===== config.mk =====
export PLATFORM = sky130hd
export DESIGN_NAME = usbh_irq_bank
export DESIGN_NICKNAME = d
export VERILOG_FILES = /design/src/rtl/irq_bank_pkg.sv /design/src/rtl/irq_bank_decode.sv /design/src/rtl/irq_bank_status.sv /design/src/rtl/irq_bank_enable.sv /design/src/rtl/irq_bank_combine.sv /design/src/rtl/usbh_irq_bank.sv
export SDC_FILE = /design/constraint.sdc
export NUM_CORES = 1
export LEC_CHECK = 0
export CAP_MARGIN = 10
export CORE_ASPECT_RATIO = 0.6
export CORE_MARGIN = 2
export CORE_UTILIZATION = 26
export DETAILED_ROUTE_END_ITERATION = 10
export HOLD_SLACK_MARGIN = 0.02
export PLACE_DENSITY_LB_ADDON = 0.15
export SLEW_MARGIN = 20
export SYNTH_ARGS = -nofsm -noshare
export SYNTH_HDL_FRONTEND = slang
export SYNTH_SLANG_ARGS = --single-unit

===== constraint.sdc =====
create_clock -name clk -period 1.35 [get_ports clk]
set_clock_uncertainty 0.1 [all_clocks]
set_input_delay 0.135 -clock clk [delete_from_list [all_inputs] [get_ports clk]]
set_output_delay 0.135 -clock clk [all_outputs]
set_load 0.1 [all_outputs]

===== src/rtl/irq_bank_pkg.sv =====
package irq_bank_pkg;

    localparam int unsigned REG_W      = 32;
    localparam int unsigned MASTER_POS = 31;

    typedef logic [REG_W-1:0] word_t;

    // Positions that carry a real event source.
    localparam word_t EVT_SRC_MASK = 32'h4000_007F;

    typedef enum logic [1:0] {
        SEL_NONE,
        SEL_STS,
        SEL_ENA,
        SEL_DIS
    } reg_sel_e;

    typedef struct packed {
        reg_sel_e sel;
        logic     wr;
        word_t    data;
    } bus_req_t;

    // Sticky status: a set in the same cycle beats a clear.
    function automatic logic sts_bit_next(logic cur, logic set, logic clr);
        return set | (cur & ~clr);
    endfunction

    function automatic logic en_bit_next(logic cur, logic on, logic off);
        return (cur | on) & ~off;
    endfunction

endpackage


===== src/rtl/irq_bank_decode.sv =====
module irq_bank_decode
    import irq_bank_pkg::*;
#(
    parameter int unsigned ADDR_W  = 8,
    parameter int unsigned OFS_STS = 'h00,
    parameter int unsigned OFS_ENA = 'h04,
    parameter int unsigned OFS_DIS = 'h08
) (
    input  logic [ADDR_W-1:0] addr,
    input  logic              wr,
    input  word_t             wdata,
    output bus_req_t          req
);

    localparam logic [ADDR_W-1:0] A_STS = ADDR_W'(OFS_STS);
    localparam logic [ADDR_W-1:0] A_ENA = ADDR_W'(OFS_ENA);
    localparam logic [ADDR_W-1:0] A_DIS = ADDR_W'(OFS_DIS);

    always_comb begin
        req.wr   = wr;
        req.data = wdata;
        if (addr == A_STS)      req.sel = SEL_STS;
        else if (addr == A_ENA) req.sel = SEL_ENA;
        else if (addr == A_DIS) req.sel = SEL_DIS;
        else                    req.sel = SEL_NONE;
    end

endmodule


===== src/rtl/irq_bank_status.sv =====
module irq_bank_status
    import irq_bank_pkg::*;
#(
    parameter word_t EVT_MASK = EVT_SRC_MASK
) (
    input  logic     clk,
    input  logic     rst,
    input  bus_req_t req,
    input  word_t    evt,
    output word_t    sts_q
);

    logic clr_cycle;
    assign clr_cycle = req.wr && (req.sel == SEL_STS);

    for (genvar i = 0; i < REG_W; i++) begin : g_bit
        if (EVT_MASK[i]) begin : g_live
            logic bit_q;
            always_ff @(posedge clk) begin
                if (rst) bit_q <= 1'b0;
                else     bit_q <= sts_bit_next(bit_q, evt[i], clr_cycle & req.data[i]);
            end
            assign sts_q[i] = bit_q;
        end else begin : g_tied
            assign sts_q[i] = 1'b0;
        end
    end

endmodule


===== src/rtl/irq_bank_enable.sv =====
module irq_bank_enable
    import irq_bank_pkg::*;
#(
    parameter word_t EN_MASK = EVT_SRC_MASK | (word_t'(1) << MASTER_POS)
) (
    input  logic     clk,
    input  logic     rst,
    input  bus_req_t req,
    output word_t    en_q
);

    logic set_cycle, clr_cycle;
    assign set_cycle = req.wr && (req.sel == SEL_ENA);
    assign clr_cycle = req.wr && (req.sel == SEL_DIS);

    for (genvar i = 0; i < REG_W; i++) begin : g_bit
        if (EN_MASK[i]) begin : g_live
            logic bit_q;
            always_ff @(posedge clk) begin
                if (rst) bit_q <= 1'b0;
                else     bit_q <= en_bit_next(bit_q, set_cycle & req.data[i],
                                              clr_cycle & req.data[i]);
            end
            assign en_q[i] = bit_q;
        end else begin : g_tied
            assign en_q[i] = 1'b0;
        end
    end

endmodule


===== src/rtl/irq_bank_combine.sv =====
module irq_bank_combine
    import irq_bank_pkg::*;
(
    input  word_t sts,
    input  word_t en,
    output logic  irq
);

    localparam word_t SRC_ONLY = ~(word_t'(1) << MASTER_POS);

    logic src_hit;
    assign src_hit = |(sts & en & SRC_ONLY);
    assign irq     = en[MASTER_POS] & src_hit;

endmodule


===== src/rtl/usbh_irq_bank.sv =====
module usbh_irq_bank
    import irq_bank_pkg::*;
#(
    parameter int unsigned ADDR_W   = 8,
    parameter int unsigned OFS_STS  = 'h00,
    parameter int unsigned OFS_ENA  = 'h04,
    parameter int unsigned OFS_DIS  = 'h08,
    parameter word_t       EVT_MASK = EVT_SRC_MASK
) (
    input  logic              clk,
    input  logic              rst,
    input  logic [ADDR_W-1:0] bus_addr,
    input  logic              bus_wr,
    input  logic [31:0]       bus_wdata,
    output logic [31:0]       bus_rdata,
    input  logic [31:0]       hw_evt,
    output logic              irq
);

    localparam word_t EN_MASK = EVT_MASK | (word_t'(1) << MASTER_POS);

    bus_req_t req;
    word_t    sts_q;
    word_t    en_q;

    irq_bank_decode #(
        .ADDR_W (ADDR_W),
        .OFS_STS(OFS_STS),
        .OFS_ENA(OFS_ENA),
        .OFS_DIS(OFS_DIS)
    ) u_dec (
        .addr (bus_addr),
        .wr   (bus_wr),
        .wdata(bus_wdata),
        .req  (req)
    );

    irq_bank_status #(.EVT_MASK(EVT_MASK)) u_sts (
        .clk  (clk),
        .rst  (rst),
        .req  (req),
        .evt  (hw_evt),
        .sts_q(sts_q)
    );

    irq_bank_enable #(.EN_MASK(EN_MASK)) u_en (
        .clk (clk),
        .rst (rst),
        .req (req),
        .en_q(en_q)
    );

    irq_bank_combine u_cmb (
        .sts(sts_q),
        .en (en_q),
        .irq(irq)
    );

    always_comb begin
        case (req.sel)
            SEL_STS:          bus_rdata = sts_q;
            SEL_ENA, SEL_DIS: bus_rdata = en_q;
            default:          bus_rdata = '0;
        endcase
    end

endmodule


==> results of run 1 <==
worst reg2reg max path, delay by kind of cell (launching register included):
| family | cells | cell delay, ps |
|---|---|---|
| simple gates | 1 | 70 |
| flops | 1 | 410 |
| compound gates | 1 | 240 |
final timing paths:
| kind | start | end | slack, ps | cells after the start |
|---|---|---|---|---|
| worst max-delay path | bus_addr[5] | bus_rdata[30] | -310 | 6 |
| worst min-delay path | bus_addr[6] | u_en.g_bit[31].g_live.bit_q$_SDFF_PP0_ | 270 | 5 |
| worst max register to register | u_sts.g_bit[1].g_live.bit_q$_SDFF_PP0_ | u_sts.g_bit[1].g_live.bit_q$_SDFF_PP0_ | 450 | 2 |
| worst min register to register | u_en.g_bit[31].g_live.bit_q$_SDFF_PP0_ | u_en.g_bit[31].g_live.bit_q$_SDFF_PP0_ | 420 | 2 |
state kept, by name (all words and copies together), names as in the netlist:
signal                    cells
u_en.g_bit.g_live.bit_q       9
u_sts.g_bit.g_live.bit_q      8
logic make-up after synthesis:
kind of cell	share of synthesized area (%)
AOI/OAI and AO/OA	29.8
DFF	31.9
buffers and inverters	18.6
and+or+nand+nor	18.5
other	0.351
xor gates and xnor gates	0.821
synth_stat cells:
cell type | number | area (um2)
a221oi_1 | 1 | 8.76
a41oi_1 | 9 | 78.8
dfxtp_1 | 17 | 340
conb_1 | 1 | 3.75
buf_1 | 1 | 3.75
or3_2 | 1 | 7.51
nor3_4 | 2 | 32.5
inv_1 | 1 | 3.75
nand4_1 | 1 | 6.26
and3_1 | 1 | 6.26
and2_1 | 1 | 6.26
nor2_1 | 10 | 37.5
and3b_1 | 1 | 8.76
buf_2 | 3 | 15.0
a22oi_1 | 4 | 30.0
clkbuf_1 | 1 | 3.75
nand2_1 | 1 | 3.75
xor2_1 | 1 | 8.76
nor4_4 | 1 | 21.3
buf_4 | 23 | 173
a22o_1 | 8 | 70.1
a311oi_1 | 8 | 70.1
or4_4 | 1 | 11.3
nor2b_1 | 9 | 56.3
a211oi_1 | 8 | 60.1
power by group:
group	leakage, uW	internal (uW)	total [uW]	switching (uW)
registers	0.000143	522	543	20.9
clock network	0.0000228	210	386	176
logic	0.000564	119	482	363
total	0.000729	851	1410	560
metal layers:
layer,share of wire (%),vias up,track usage (%)
met1,48,501,21.0
met2,45,41,22.9
met4,0.91,0,2.34
li1,-,509,-
met3,5.9,4,4.45
met5,0,-,0
metrics by stage:
| step | total power, uW | setup WS (ps) |
|---|---|---|
| 2_1_floorplan | 933 | -380 |
| 3_3_place_gp | 1020 | -727 |
| 3_5_place_dp | 1020 | -750 |
| 4_1_cts | 1420 | -317 |
| 5_1_grt | 1480 | -339 |
| 6_report | 1410 | -308 |
layout make-up:
| type | instances | share of cell area, % |
|---|---|---|
| inverter | 1 | 0.204 |
| multi-input combinational | 91 | 40.0 |
| clock buffer | 4 | 2.45 |
| timing repair buffer | 56 | 34.9 |
| sequential | 17 | 19.2 |
| tap | 47 | 3.20 |
what timing repair did:
item	in CTS	in global routing
pin swaps	8	6
hold endpoints to repair	0	0
resized for setup	41	18
setup buffers	1	1
setup endpoints to repair	27	14
==> results.json, run 1 <==
{
  "status": "complete, but fails checks",
  "violations": "setup timing",
  "design_area_um2": 1840,
  "cts_buffers": 3,
  "required_ps": 1120,
  "dr.pass1.iters": 4,
  "grt_max_degree": 18,
  "antenna_found_initial": 0,
  "path_max_fanout": 4,
  "cts_tree": "built",
  "holdBufCountCts": 0,
  "ant_nets": 0,
  "drc": 0,
  "yosysWarnings": 0,
  "gp_congestion": 0.787,
  "path_class": "input port to primary output",
  "finalHoldWorstSlack_ps": 272,
  "period_share_pct": 123,
  "critPathMostFrequentCell": "buf_6",
  "port_buffers": 37,
  "critPathMaxStageDelay_ps": 540,
  "fin_cells": 216,
  "avgSynthCellArea_um2": 9.28,
  "diodes": 0,
  "regArea_um2": 354,
  "worst_slack_ps": -308,
  "die_h_um": 53.6,
  "cp_cell_sequence": "buf_6 -> or4_4 -> nor3_4 -> buf_6 -> a22o_4 -> buf_12",
  "hold_path_class": "input port to flop",
  "ioPinCount": 108,
  "fin_crit_ps": 1660,
  "setup_viol": 10,
  "core-area_um2": 3810,
  "fin_util_pct": 48.3,
  "clock_latency_ps": 250,
  "cp_num_buf_inv": 3,
  "p_leak_uw": 0.000729,
  "areaGrowthSynthToFinish_pct": 72.5,
  "crit_path_start_kind": "input port",
  "drv_slew": 0,
  "gr-total-overflow": 0,
  "place_area_um2": 1710,
  "nets": 245,
  "synthCells": 115,
  "synth.distinct_cells": 25,
  "drt_iter0_markers": 38,
  "hold_viol": 0,
  "multi_input_area_um2": 736,
  "synth-seq-cells": 17,
  "grt_use_total_pct": 14.9,
  "cts.sinks": 17,
  "vias": 1055,
  "rows": 17,
  "cp_top_family": "simple AND/OR/NAND/NOR gates",
  "start_util_pct": 28.0,
  "clk_pin_slew_worst_paths_ps": 70,
  "cellPowerDensity_nw_per_um2": 767,
  "clock_path_buffers": 2,
  "grt_pass1_wl_um": 5130,
  "final_cell_mix": "23 x conb_1, 19 x clkdlybuf4s50_1, 11 x buf_6, 11 x buf_12, 11 x dfxtp_2",
  "hpwl_um": 2470,
  "setup-tns-final_ps": -2600,
  "max_freq_mhz": 603,
  "netlist_area_um2": 1070,
  "drt-total-wl_um": 3290,
  "worst_path_max_delay_cell": "or4_4",
  "ir_worst_vdd_uv": 453,
  "via_per_inst": 4.88,
  "wl_per_cell_um": 15.2,
  "grt_pass1_vias": 1025,
  "root_buffer": "clkbuf_8",
  "rsz0062_at_grt": "true",
  "die_area_um2": 4650,
  "cap_violations": 0,
  "fillCellCount": 345,
  "htreeDepth": 1,
  "cp_data_arrival_time_ps": 1420,
  "synth-seq-area-share_pct": 31.9,
  "drive_above_1_share_pct": 43.2,
  "die_w_um": 86.7,
  "dp.cells": 211,
  "end_kind": "primary output",
  "final_common_cell": "conb_1"
}
Note: power is estimated with default switching activity, not from simulation.
==> inputs of run 2 (changes only) <==
- CORE_MARGIN: 2 -> 5
==> run 2 against run 1 <==
The flow still finishes with violations (setup timing); maximum frequency about the same; via count increased by 0.19%; global-route usage is 2.1 points lower; die area rose by 19%; hold slack better by 100 ps; sequential share of layout area is essentially flat; core utilization shrank 2.2 points; first-iteration DRC count rose by 11%; critical path depth unchanged; non-clock buffer count grew 1; clock-buffer cell count unchanged; highest routed layer unchanged.
==> results.json, run 2 (synthesis results as in run 1) <==
{
  "areaGrowthSynthToFinish_pct": 74.3,
  "p_clk_share_pct": 28.1,
  "max_freq_mhz": 603,
  "setup-tns-final_ps": -2560,
  "vias": 1057,
  "rows": 18,
  "path_max_fanout": 4,
  "period_share_pct": 123,
  "grt_max_degree": 18,
  "htreeDepth": 1,
  "end_kind": "primary output",
  "worst_path_max_delay_cell": "or4_4",
  "internal_power_uw": 852,
  "crit_path_start_kind": "input port",
  "worst_slack_ps": -309,
  "cp_cell_sequence": "buf_8 -> or4_4 -> nor3_4 -> buf_6 -> a22o_4 -> buf_12",
  "violations": "setup timing",
  "port_buffers": 37,
  "final_common_cell": "conb_1",
  "die_w_um": 92.7,
  "hpwl_um": 2730,
  "switching_power_uw": 575,
  "cts.sinks": 17,
  "finalHoldWorstSlack_ps": 377,
  "hold_viol": 0,
  "largest_reg_flops": 9,
  "combPwrFrac_pct": 33.8,
  "cp_data_arrival_time_ps": 1420,
  "drive_above_1_share_pct": 43.5,
  "start_util_pct": 26.5,
  "hold_path_class": "input port to flop",
  "place_area_um2": 1710,
  "setup_viol": 10,
  "cellPowerDensity_nw_per_um2": 767,
  "p_leak_uw": 0.000737,
  "final_cell_mix": "23 x conb_1, 19 x clkdlybuf4s50_1, 14 x dfxtp_2, 13 x buf_4, 12 x buf_12",
  "ant_nets": 0,
  "cts_tree": "built",
  "drt_iter0_markers": 42,
  "cts_buffers": 3,
  "status": "complete, but fails checks",
  "drt-total-wl_um": 3470,
  "ir_worst_vdd_uv": 289,
  "top_regs": "u_en.g_bit.g_live.bit_q x9, u_sts.g_bit.g_live.bit_q x8",
  "die_area_um2": 5530,
  "cp_top_family": "simple AND/OR/NAND/NOR gates",
  "grt_pass1_vias": 1069,
  "cp_num_buf_inv": 3,
  "core-area_um2": 4030,
  "die_h_um": 59.6,
  "regMostFlops": "u_en.g_bit.g_live.bit_q",
  "rsz0062_at_grt": "true",
  "path_class": "input port to primary output",
  "cap_violations": 0,
  "gr-total-overflow": 0,
  "design_area_um2": 1860,
  "drc": 0,
  "gp_congestion": 0.772,
  "root_buffer": "clkbuf_8",
  "clk_pin_slew_worst_paths_ps": 70,
  "pwr-share-seq_pct": 38.1,
  "grt_pass1_wl_um": 5460,
  "critPathMaxStageDelay_ps": 550,
  "drv_slew": 0,
  "antenna_found_initial": 0,
  "fin_crit_ps": 1660,
  "dr.pass1.iters": 4,
  "clock_latency_ps": 260,
  "nets": 246,
  "switching_share_pct": 40.3,
  "required_ps": 1120,
  "via_per_inst": 4.80,
  "grt_use_total_pct": 12.8,
  "ioPinCount": 108,
  "wl_per_cell_um": 15.8,
  "diodes": 0,
  "clock_path_buffers": 2
}
==> run 2: worst paths after layout <==
path | cells past startpoint | slack (ps) | start | to
worst max register to register | 2 | 460 | u_sts.g_bit[4].g_live.bit_q$_SDFF_PP0_ | u_sts.g_bit[4].g_live.bit_q$_SDFF_PP0_
worst max-delay path | 6 | -310 | bus_addr[6] | bus_rdata[30]
worst min register to register | 2 | 430 | u_sts.g_bit[0].g_live.bit_q$_SDFF_PP0_ | u_sts.g_bit[0].g_live.bit_q$_SDFF_PP0_
worst min-delay path | 3 | 380 | hw_evt[0] | u_sts.g_bit[0].g_live.bit_q$_SDFF_PP0_
==> run 2: layout make-up <==
class	instances	area, um2
multi-input cells	91	733
inverters	1	3.75
fillers	372	2170
clock buffers	4	45.0
repair buffers	57	658
well taps	50	62.6
flip-flops and latches	17	358
==> run 2: through the flow <==
stage          power [uW]  setup WS [ps]  util [%]  instances
6_report             1430           -309      46.2        220
3_3_place_gp         1020           -733      42.5        212
3_5_place_dp         1020           -747      42.5        212
4_1_cts              1420           -368      45.7        220
2_1_floorplan         933           -380         -        137
5_1_grt              1480           -351      46.2        220
==> run 2: power groups by stage <==
stage	Clock, uW	Sequential [uW]	Combinational [uW]
after floorplan	0	544	389
after global placement	0	548	468
after detailed placement	0	549	473
after CTS	402	542	478
after global routing	430	546	501
final	401	543	483
==> run 2: what timing repair did <==
item | in CTS | in global routing
hold buffers | 0 | 0
pin swaps | 12 | 7
buffers inserted | 4 | 0
gates cloned | 0 | 0
setup endpoints to repair | 27 | 14
resized for setup | 46 | 7
==> run 2: metal layers <==
layer | GRT usage (%) | part of all wire (%)
met3 | 4.06 | 5.0
met5 | 0 | 0
met1 | 17.3 | 49
met4 | 1.88 | 0.23
met2 | 20.6 | 46
==> run 2: worst register-to-register path, stage by stage (launching register included) <==
cell and delay (ps):
dfxtp_2 370, nor2_1 50, a311oi_1 270
